`src/rtl/isa_gpio_pkg.sv`:
```
`timescale 1ns/1ps
package isa_gpio_pkg;

  localparam logic [2:0] MODE_CS   = 3'b000;
  localparam logic [2:0] MODE_DATA = 3'b001;

  typedef struct packed {
    logic [2:0] mode;
    logic       cs_high;
    logic       qual_rd;
    logic       qual_wr;
    logic       inv_out;
    logic       inv_in;
  } pin_cfg_t;

  localparam int CFG_BITS = $bits(pin_cfg_t);

  typedef enum logic [1:0] {
    UL_LOCKED = 2'd0,
    UL_HALF   = 2'd1,
    UL_OPEN   = 2'd2
  } unlock_e;

endpackage

```
`src/rtl/isa_gpio_cfg.sv`:
```
`timescale 1ns/1ps
module isa_gpio_cfg
  import isa_gpio_pkg::*;
#(
  parameter int          DATA_W     = 8,
  parameter logic [7:0]  CFG_INDEX  = 8'h15,
  parameter logic [7:0]  UNLOCK_KEY = 8'h87,
  parameter logic [7:0]  EXIT_KEY   = 8'hAA
) (
  input  logic              clk,
  input  logic              rst_n,
  input  logic              wr,
  input  logic              port,
  input  logic [DATA_W-1:0] wdata,
  output pin_cfg_t          cfg
);

  unlock_e           state;
  logic [DATA_W-1:0] index_q;

  always_ff @(posedge clk or negedge rst_n) begin
    if (!rst_n) begin
      state   <= UL_LOCKED;
      index_q <= '0;
      cfg     <= '0;
    end else if (wr) begin
      unique case (state)
        UL_LOCKED: if (!port && wdata == UNLOCK_KEY) state <= UL_HALF;
        UL_HALF:   state <= (!port && wdata == UNLOCK_KEY) ? UL_OPEN : UL_LOCKED;
        UL_OPEN: begin
          if (!port) begin
            if (wdata == EXIT_KEY) state <= UL_LOCKED;
            else                   index_q <= wdata;
          end else if (index_q == CFG_INDEX) begin
            cfg <= pin_cfg_t'(wdata[CFG_BITS-1:0]);
          end
        end
        default:   state <= UL_LOCKED;
      endcase
    end
  end

  // outside the unlocked state nothing reaches the configuration byte
  assert_locked_hold_R2: assert property (@(posedge clk) disable iff (!rst_n)
    (state != UL_OPEN) |=> $stable(cfg));

  // the data port never moves the unlock state machine forward
  assert_data_no_unlock_R2: assert property (@(posedge clk) disable iff (!rst_n)
    (wr && port && state == UL_LOCKED) |=> (state == UL_LOCKED));

endmodule

```
`src/rtl/isa_gpio_decode.sv`:
```
`timescale 1ns/1ps
module isa_gpio_decode #(
  parameter int ADDR_W = 11
) (
  input  logic              clk,
  input  logic              rst_n,
  input  logic              aen,
  input  logic [ADDR_W-1:0] sa,
  input  logic [ADDR_W-1:0] base,
  input  logic              ior_n,
  input  logic              iow_n,
  input  logic              qual_rd,
  input  logic              qual_wr,
  output logic              hit,
  output logic              sel_q
);

  logic strobe_ok;

  assign hit = !aen && (sa == base);

  always_comb begin
    unique case ({qual_rd, qual_wr})
      2'b00:   strobe_ok = 1'b1;
      2'b01:   strobe_ok = !iow_n;
      2'b10:   strobe_ok = !ior_n;
      default: strobe_ok = !iow_n || !ior_n;
    endcase
  end

  always_ff @(posedge clk or negedge rst_n) begin
    if (!rst_n) sel_q <= 1'b0;
    else        sel_q <= hit && strobe_ok;
  end

  assert_plain_match_R3: assert property (@(posedge clk) disable iff (!rst_n)
    (!aen && sa == base && !qual_rd && !qual_wr) |=> sel_q);

  assert_wr_qual_R4: assert property (@(posedge clk) disable iff (!rst_n)
    (qual_wr && !qual_rd && iow_n) |=> !sel_q);

  assert_rd_qual_R5: assert property (@(posedge clk) disable iff (!rst_n)
    (qual_rd && !qual_wr && ior_n) |=> !sel_q);

  assert_either_qual_R6: assert property (@(posedge clk) disable iff (!rst_n)
    (qual_rd && qual_wr && ior_n && iow_n) |=> !sel_q);

  assert_aen_blocks_R8: assert property (@(posedge clk) disable iff (!rst_n)
    aen |=> !sel_q);

  assert_mismatch_blocks_R8: assert property (@(posedge clk) disable iff (!rst_n)
    (sa != base) |=> !sel_q);

endmodule

```
`src/rtl/isa_gpio_datapath.sv`:
```
`timescale 1ns/1ps
module isa_gpio_datapath (
  input  logic clk,
  input  logic rst_n,
  input  logic data_mode,
  input  logic hit,
  input  logic ior_n,
  input  logic iow_n,
  input  logic sd0_in,
  input  logic pin_in,
  input  logic inv_out,
  input  logic inv_in,
  output logic pin_q,
  output logic sd0_out,
  output logic sd0_oe
);

  logic iow_q;
  logic wr_edge;

  assign wr_edge = data_mode && hit && !iow_q && iow_n;

  always_ff @(posedge clk or negedge rst_n) begin
    if (!rst_n) begin
      iow_q   <= 1'b1;
      pin_q   <= 1'b0;
      sd0_out <= 1'b0;
      sd0_oe  <= 1'b0;
    end else begin
      iow_q   <= iow_n;
      if (wr_edge) pin_q <= sd0_in ^ inv_out;
      sd0_out <= pin_in ^ inv_in;
      sd0_oe  <= data_mode && hit && !ior_n;
    end
  end

  // the latch moves only on a qualified rising write edge
  assert_latch_hold_R10: assert property (@(posedge clk) disable iff (!rst_n)
    (!hit || !data_mode) |=> $stable(pin_q));

  assert_latch_value_R10: assert property (@(posedge clk) disable iff (!rst_n)
    wr_edge |=> (pin_q == $past(sd0_in ^ inv_out)));

  // no bus drive without a matched read in data mode
  assert_sd0_quiet_R11: assert property (@(posedge clk) disable iff (!rst_n)
    (ior_n || !hit || !data_mode) |=> !sd0_oe);

endmodule

```
`src/rtl/isa_gpio_pin.sv`:
```
`timescale 1ns/1ps
module isa_gpio_pin
  import isa_gpio_pkg::*;
#(
  parameter int         ADDR_W     = 11,
  parameter int         DATA_W     = 8,
  parameter logic [7:0] CFG_INDEX  = 8'h15,
  parameter logic [7:0] UNLOCK_KEY = 8'h87,
  parameter logic [7:0] EXIT_KEY   = 8'hAA
) (
  input  logic              clk,
  input  logic              rst_n,
  input  logic              cfg_wr,
  input  logic              cfg_port,
  input  logic [DATA_W-1:0] cfg_wdata,
  input  logic [ADDR_W-1:0] base_addr,
  input  logic              aen,
  input  logic [ADDR_W-1:0] sa,
  input  logic              ior_n,
  input  logic              iow_n,
  input  logic              sd0_in,
  input  logic              pin_in,
  output logic              pin_out,
  output logic              pin_oe,
  output logic              sd0_out,
  output logic              sd0_oe
);

  pin_cfg_t cfg;
  logic     hit;
  logic     sel_q;
  logic     pin_q;
  logic     data_mode;

  assign data_mode = (cfg.mode == MODE_DATA);

  isa_gpio_cfg #(
    .DATA_W(DATA_W), .CFG_INDEX(CFG_INDEX),
    .UNLOCK_KEY(UNLOCK_KEY), .EXIT_KEY(EXIT_KEY)
  ) u_cfg (
    .clk(clk), .rst_n(rst_n), .wr(cfg_wr), .port(cfg_port),
    .wdata(cfg_wdata), .cfg(cfg)
  );

  isa_gpio_decode #(.ADDR_W(ADDR_W)) u_dec (
    .clk(clk), .rst_n(rst_n), .aen(aen), .sa(sa), .base(base_addr),
    .ior_n(ior_n), .iow_n(iow_n), .qual_rd(cfg.qual_rd),
    .qual_wr(cfg.qual_wr), .hit(hit), .sel_q(sel_q)
  );

  isa_gpio_datapath u_dp (
    .clk(clk), .rst_n(rst_n), .data_mode(data_mode), .hit(hit),
    .ior_n(ior_n), .iow_n(iow_n), .sd0_in(sd0_in), .pin_in(pin_in),
    .inv_out(cfg.inv_out), .inv_in(cfg.inv_in), .pin_q(pin_q),
    .sd0_out(sd0_out), .sd0_oe(sd0_oe)
  );

  always_comb begin
    unique case (cfg.mode)
      MODE_CS: begin
        pin_oe  = 1'b1;
        pin_out = cfg.cs_high ? sel_q : !sel_q;
      end
      MODE_DATA: begin
        pin_oe  = 1'b1;
        pin_out = pin_q;
      end
      default: begin
        pin_oe  = 1'b0;
        pin_out = 1'b0;
      end
    endcase
  end

  assert_off_mode_R9: assert property (@(posedge clk) disable iff (!rst_n)
    (cfg.mode != MODE_CS && cfg.mode != MODE_DATA) |-> (!pin_oe && !pin_out));

  assert_idle_level_R7: assert property (@(posedge clk) disable iff (!rst_n)
    (cfg.mode == MODE_CS && !sel_q) |-> (pin_out == !cfg.cs_high));

  assert_cs_no_drive_R11: assert property (@(posedge clk) disable iff (!rst_n)
    (cfg.mode == MODE_CS) |=> !sd0_oe);

endmodule

```
`config.mk`:
```
export PLATFORM = sky130hd
export DESIGN_NAME = isa_gpio_pin
export DESIGN_NICKNAME = d
export VERILOG_FILES = /design/src/rtl/isa_gpio_pkg.sv /design/src/rtl/isa_gpio_cfg.sv /design/src/rtl/isa_gpio_decode.sv /design/src/rtl/isa_gpio_datapath.sv /design/src/rtl/isa_gpio_pin.sv
export SDC_FILE = /design/constraint.sdc
export NUM_CORES = 1
export LEC_CHECK = 0
export BUFFER_PORTS_ARGS = -buffer_cell sky130_fd_sc_hd__buf_2
export CELL_PAD_IN_SITES_DETAIL_PLACEMENT = 0
export CELL_PAD_IN_SITES_GLOBAL_PLACEMENT = 1
export CORE_MARGIN = 3
export CORE_UTILIZATION = 37
export CTS_CLUSTER_DIAMETER = 60
export DETAILED_ROUTE_END_ITERATION = 12
export PLACE_DENSITY = 0.82
export SYNTH_ARGS = -nofsm -noshare
export SYNTH_HDL_FRONTEND = slang
export SYNTH_SLANG_ARGS = --single-unit
```
`constraint.sdc`:
```
create_clock -name clk -period 2.2 [get_ports clk]
set_clock_uncertainty 0.05 [all_clocks]
set_input_delay 0.44 -clock clk [delete_from_list [all_inputs] [get_ports clk]]
set_output_delay 0.44 -clock clk [all_outputs]
set_load 0.005 [all_outputs]
```
==> results.md, run 1 <==
Outcome:
- The run finished with clean final reports.

Clock tree:
- TritonCTS created 3 clock buffers.
- The longest clock path from root to sink contains 2 buffers.
- The post-CTS repair timing setup buffer count is 0.
- The TritonCTS clock tree is yes.
- CTS saw 23 sinks.
- The number of gates resized after CTS is 0.
- The count of hold buffers inserted by post-cts repair is 0.
- The clock insertion delay at the later pin of the skew report is 300 ps.
- In this run the number of H-tree levels came out at 1.
- The buffer cell driving the clock tree root is clkbuf_4.
- After clock tree synthesis, the clock-pin slew on the worst setup and hold paths is 120 ps.

STA:
- The count of pins over their slew limit is 0.
- Static timing analysis puts the maximum clock frequency at 524 MHz.
- The post-route clock period utilization is 86.7%.
- The count of final hold-check violations is 0.
- The final setup violation count is 0.
- The worst relative slew slack is 55.4%.
- After routing, the total negative slack on setup checks comes to 0 ps.
- The slew at the pin with the worst max-slew slack is 668 ps.
- The tightest hold margin is 30.8 ps.
- Setup repair after global routing left no endpoint under its margin.
- The minimum clock period is 1910 ps.

Setup path:
- The kind of end point of the critical path is a register.
- Tracing the worst setup path back leads to its startpoint at u_cfg.index_q[5].
- The signal on the critical path passes through nor4b_2 > nand3_1 > or4_4 > mux2_4.
- The slowest cell on the critical path is or4_4.
- The cell family contributing the most delay on the critical path is simple AND/OR/NAND/NOR gates.
- Following the worst setup path forward leads to its endpoint at u_cfg.cfg[2].
- In this run the number of cells on the critical path is 4.
- At the worst endpoint, the arrival time is 2060 ps.
- The path depth of the worst reg2reg path is 4.
- The maximum fanout count along the critical path is 8.
- Counting both buffers and inverters, the worst setup path holds a total of 0.
- In this run the register-to-register setup slack is 290 ps.
- The kind of start point of the critical path is a register.
- The worst register-to-register path begins at u_cfg.index_q[5].
- The critical path start-end classification is reg2reg.
- In this design, the stage delay of the slowest critical-path cell is 590 ps.
- At the worst endpoint, the required time is 2350 ps.
- The endpoint of the lowest-slack register-to-register path is u_cfg.cfg[2].

Global route:
- The initial antenna violation count is 0.
- After global routing the overflow that remains totals 0.
- Global routing used 12.4% of the available tracks across all layers.
- The number of global-route vias before repair came to 817.
- The first global-routing pass estimated 3430 um of wire.
- Entering global routing, the biggest net connects 24 pins.

Yosys:
- The cell count after synthesis is 90.
- The most used standard cell by instance count after synthesis is dfrtp_1.
- The async set-reset flop share out of synthesis is 100%.
- Synthesis produced a netlist with a net count of 129.
- The largest total area in the synthesized netlist belongs to dfrtp_1.
- The number of enable flip-flop cells after synthesis is 0.
- Yosys mapped the design onto 24 distinct sky130hd cell types.
- The post-synthesis sequential element count is 23.
- Yosys attributes the largest share of cell area to dfrtp_1 (48%), xor2_1 (11%), mux2_4 (10%).
- The most used flip-flop cell after synthesis is dfrtp_1.
- The number of warning messages in the yosys log is 0.
- The commonest cells after synthesis are dfrtp_1 (22), xor2_1 (14), mux2_2 (9).
- The top cell type by area accounts for 47.7% of the synthesized area.
- The register area share after synthesis is 49.9%.
- In this run the mean area of a mapped cell was 12.8 um2.
- The area of the mapped netlist is 1150 um2.

Final layout:
- The net count of the finished layout is 176.
- The share of the core filled with cells is 50.0%.
- The share of post-route cells with drive strength above 1 is 49.3%.
- The area growth from synthesis to layout is 23.5%.
- The area used by sequential logic in the layout is 577 um2.
- The filler cells instantiated in the layout total 260.
- The count of antenna diodes in the layout is 0.
- Summing all multi-input logic gate instances after layout gives 552 um2.
- After the flow finishes, the layout carries non-filler instances totaling 167.

Detailed routing:
- The number of DRC violations after detailed routing is 0.
- Across all layers, the routed design uses 851 vias.
- For this block, the routed nets add up to 2350 um of wire.
- The via count normalized by instance count is 5.10.
- In this run, the number of DRC markers left after iteration 0 of detailed routing was 15.
- After detailed routing, the average wire length per cell comes to 14.1 um.
- The detailed-routing iteration count for the pre-antenna-repair pass is 4.
- The detail route stage leaves a number of antenna-violating nets equal to 0.

Placement:
- The number of instances in the placed design is 163.
- Routability-driven placement finished with a final weighted congestion of 0.837.
- Detailed placement ended at an HPWL of 1920 um.
- Input and output buffers added on the ports amount to 42.

Floorplan:
- The number of placed I/O pins is 43.
- The number of rows created at floorplan is 19.
- For this configuration, the core starts out at a cell density of 40.5%.
- The die boundary width is 61.9 um.
- The full die area is 3830 um2.
- The core box area is 2850 um2.
- The height of the chip is 61.9 um.

Pwr:
- Across the VDD grid, the largest voltage drop is 0.287 mV.
- The power density relative to cell area is 490 nW/um2.
- The reported leakage power is 0.765 nW.

Hold path:
- The class of the worst hold path is in2async.

Flow run:
- The tool flagged a number of max-cap violations equal to 0.
-- per-stage QoR --
stage | setup slack, ps | instance area [um2] | power (mW)
2_1_floorplan | 406 | 1150 | 0.460
3_3_place_gp | 284 | 1400 | 0.514
3_5_place_dp | 215 | 1400 | 0.518
4_1_cts | 265 | 1430 | 0.705
5_1_grt | 230 | 1430 | 0.729
6_report | 293 | 1430 | 0.699
-- area by class of cell --
cell class	count	area share (%)
sequential	23	40.4
multi-input combinational	62	38.7
timing repair buffer	43	15.3
tap	31	2.72
clock buffer	4	1.84
inverter	4	1.05
-- layer usage --
metal / up-vias / wire length, um / track usage [%]
met1: 393 / 1080 / 15.5
met2: 43 / 1040 / 21.4
li1: 413 / - / -
met4: 0 / 7 / 4.85
met5: - / 0 / 0
met3: 2 / 220 / 2.27
-- worst min-delay path by stage --
stage | slack, ps | end | cells after the start | from
2_1_floorplan | 90 | u_cfg.cfg[0] | 0 | rst_n
3_3_place_gp | 380 | u_cfg.index_q[1] | 1 | rst_n
3_5_place_dp | 390 | u_cfg.index_q[7] | 1 | rst_n
4_1_cts | 40 | u_cfg.index_q[7] | 1 | rst_n
5_1_grt | 60 | u_cfg.index_q[7] | 1 | rst_n
6_report | 30 | u_cfg.index_q[7] | 1 | rst_n
-- cell usage in the layout, fill, tap and decap left out, drive strengths merged, types with 3 or more instances in the layout --
| cell | n |
|---|---|
| buf | 43 |
| dfrtp | 22 |
| nand3 | 3 |
| inv | 4 |
| nor2 | 5 |
| nor4 | 3 |
| xor2 | 14 |
| clkbuf | 4 |
| mux2 | 17 |
-- report_power, final --
group | internal, mW | switching, mW | leakage (nW) | total [mW]
Combinational | 0.0404 | 0.0397 | 0.434 | 0.0800
Sequential | 0.427 | 0.00161 | 0.315 | 0.429
Clock | 0.0706 | 0.120 | 0.0150 | 0.190
Total | 0.538 | 0.161 | 0.765 | 0.699
-- flip-flops by register name (all words and copies together), names as in the netlist --
name and count:
u_dp.sd0_oe 1, u_dp.iow_q 1, u_cfg.index_q 8, u_cfg.state 2
u_cfg.cfg 8, u_dec.sel_q 1, u_dp.pin_q 1, u_dp.sd0_out 1
-- logic make-up after synthesis --
group | count (synthesis) | share of synthesized area, %
compound gates | 6 | 3.36
simple gates | 23 | 12.9
flops | 23 | 49.9
xor+xnor | 14 | 10.6
buf+inv | 5 | 2.27
mux | 19 | 20.9
Note: power is estimated with default switching activity, not from simulation.
==> inputs of run 2 (changes only) <==
- CTS_BUF_LIST: default -> sky130_fd_sc_hd__clkbuf_16
==> results.md, run 2 (synthesized netlist as in run 1, its figures left out) <==
Outcome:
- The flow ran to the end, and the final reports show no timing, DRC or antenna violations.

Detailed routing:
- The number of DRC violations after detailed routing is 0 (unchanged).
- The remaining antenna violation count is 0 (unchanged).
- The total via count in the routed design is 863 (+1.4%).
- The via count normalized by instance count is 5.17 (+1.4%).
- The initial DRC count is 20 (+5).
- The detailed-routing iteration count for the pre-antenna-repair pass came to 4 (unchanged).
- The overall routed net length is 2410 um (+2.7%).
- The post-detailed-route wirelength per cell came to 14.4 um (+2.7%).

Clock tree:
- The count of hold buffers inserted by post-cts repair was 0 (unchanged).
- The buffer cell driving the clock tree root is clkbuf_16.
- The clock insertion delay at the later pin of the skew report came to 250 ps (-50 ps).
- The post-CTS repair timing setup buffer count is 0 (unchanged).
- The CTS buffer count was 3 (unchanged).
- The maximum count of clock buffers along a single path is 2 (unchanged).
- The number of gates resized after CTS is 0 (unchanged).
- The clock-pin transition on the worst setup and hold timing paths is 60 ps (-60 ps).
- TritonCTS built the clock tree.
- The CTS sink count is 23 (unchanged).
- The number of levels the H-tree was split into is 1 (unchanged).

Global route:
- The total routing resource utilization after global routing came to 13.0% (+0.52 points).
- The maximum number of pins on one net before global-route repair was 24 (unchanged).
- The number of global-route vias before repair is 828 (+1.3%).
- The initial antenna violation count came to 0 (unchanged).
- The total congestion overflow is 0 (unchanged).
- The first-pass GRT wire length is 3530 um (+3.0%).

Pwr:
- The design internal power is 0.710 mW (+32%).
- The switching fraction of total power is 19.9% (-3.1 points).
- The sequential fraction of design power is 48.4% (-13 points).
- The combinational share of power is 9.1% (-2.3 points).
- The reported leakage power was 0.792 nW (+3.6%).
- The switching power summed over all nets was 0.177 mW (+9.8%).
- The power density relative to cell area is 600 nW/um2 (+22%).
- The worst-case vdd ir drop came to 0.308 mV (+7.5%).
- The share of total power in the clock network is 42.5% (+15 points).

Setup path:
- The maximum fanout count along the critical path is 8 (unchanged).
- The worst register-to-register path ends at u_cfg.cfg[5].
- The arrival time at the worst endpoint was 2010 ps (-50 ps).
- The reg-to-reg setup timing slack is 280 ps (-20 ps).
- The path depth of the worst reg2reg path was 4 (unchanged).
- The critical path start-end classification is reg2reg.
- The data required time at the worst endpoint is 2290 ps (-60 ps).
- The kind of end point of the critical path is a register.
- The startpoint of the most critical register-to-register path is u_cfg.index_q[5].
- STA classifies the critical path startpoint as a register.

STA:
- The worst relative slew slack is 54.9% (-0.46 points).
- The tightest hold margin is 104 ps (+72.8 ps).
- The count of final hold-check violations was 0 (unchanged).
- The post-route clock period utilization is 87.5% (+0.78 points).
- Setup repair after global routing left no endpoint under its margin.
- The post-route setup TNS was 0 ps (unchanged).
- The count of pins over their slew limit is 0 (unchanged).
- The slew at the pin with the worst max-slew slack was 675 ps (+6.89 ps).
- The final setup violation count is 0 (unchanged).
- The minimum clock period is 1920 ps (+17.1 ps).
- The timing-limited maximum frequency was 520 MHz (-0.89%).

Floorplan:
- The number of rows created at floorplan is 19 (unchanged).
- The initial cell density of the core is 40.5% (unchanged).
- The full die area is 3830 um2 (unchanged).
- The core box area is 2850 um2 (unchanged).
- The die boundary width was 61.9 um (unchanged).
- The number of placed I/O pins is 43 (unchanged).
- The height of the chip is 61.9 um (unchanged).

Placement:
- The routability congestion estimate is 0.837 (unchanged).
- The number of buffers added on ports came to 42 (unchanged).
- The detailed-placement wirelength estimate is 1920 um (unchanged).
- The number of instances in the placed design was 163 (unchanged).

Final layout:
- The area used by sequential logic in the layout is 577 um2 (unchanged).
- The count of antenna diodes in the layout is 0 (unchanged).
- The layout-stage area growth over the synthesis result is 28.1%.
- The multi-input logic area is 552 um2 (unchanged).
- The total of fill cells in the finished design was 256 (-1.5%).
- The most common cell after layout, fill and taps aside is buf_2.
- In the layout the commonest cells are buf_2 (42), dfrtp_1 (22), xor2_1 (14), mux2_2 (9), mux2_4 (8).
- In the final layout, the registers with the most flip-flops are u_cfg.cfg: 8 flops, u_cfg.index_q: 8 flops, u_cfg.state: 2 flops.
- The net count of the finished layout is 176 (unchanged).
- The share of post-route cells with drive strength above 1 was 49.3% (unchanged).
- The final instance count without filler cells is 167 (unchanged).

Flow run:
- The reported max-cap violation count is 0 (unchanged).

Hold path:
- The tightest min-delay check is of the in2async type.
## run 2: cell count changes in the layout (fill, tap and decap cells not counted), sizes merged
| cell | previous run | this run |
|---|---|---|
| clkbuf | 4 | 3 |
| inv | 4 | 5 |
## run 2: how the worst max path moves through the flow
stage	start	end	slack, ps	cells past startpoint
5_1_grt	u_cfg.index_q[5]	u_cfg.cfg[5]	220	4
6_report	u_cfg.index_q[5]	u_cfg.cfg[5]	280	4
2_1_floorplan	u_cfg.index_q[5]	u_cfg.cfg[0]	410	5
3_5_place_dp	cfg_wdata[7]	u_cfg.index_q[7]	220	5
4_1_cts	u_cfg.index_q[5]	u_cfg.cfg[5]	250	4
3_3_place_gp	cfg_wdata[7]	u_cfg.index_q[4]	280	5
## run 2: layout make-up
| type | instances | share of cell area (%) |
|---|---|---|
| sequential | 23 | 39.0 |
| multi-input combinational | 62 | 37.3 |
| timing repair buffer | 43 | 14.7 |
| clock buffer | 3 | 5.08 |
| tap | 31 | 2.62 |
| inverter | 4 | 1.02 |
| clock inverter | 1 | 0.254 |
## run 2: critical path, stage by stage, from the launching register on
cell and delay [ps]:
dfrtp_1 400, nor4b_2 320, nand3_1 110, or4_4 600, mux2_4 330
## run 2: power groups by stage
stage / clock network (mW) / logic (mW) / registers, mW
3_3_place_gp: 0 / 0.0773 / 0.437
4_1_cts: 0.388 / 0.0815 / 0.429
3_5_place_dp: 0 / 0.0808 / 0.437
6_report: 0.377 / 0.0805 / 0.429
2_1_floorplan: 0 / 0.0235 / 0.437
5_1_grt: 0.403 / 0.0889 / 0.430
## run 2: through the flow
| step | total power, mW | setup slack, ps | utilization (%) | cell area, um2 |
|---|---|---|---|---|
| after detailed placement | 0.518 | 215 | 49.1 | 1400 |
| after floorplan | 0.460 | 406 | - | 1150 |
| after global routing | 0.922 | 222 | 51.8 | 1480 |
| final | 0.887 | 276 | 51.8 | 1480 |
| after global placement | 0.514 | 284 | 49.1 | 1400 |
| after CTS | 0.898 | 247 | 51.8 | 1480 |
## run 2: layer usage
metal | part of all wire, % | wire (um) | GRT usage (%) | vias to the layer above
li1 | - | - | - | 413
met1 | 45 | 1080 | 15.9 | 402
met2 | 45 | 1080 | 22.3 | 44
met3 | 9.5 | 228 | 2.89 | 4
met4 | 0.95 | 23 | 4.85 | 0
met5 | 0 | 0 | 0 | -
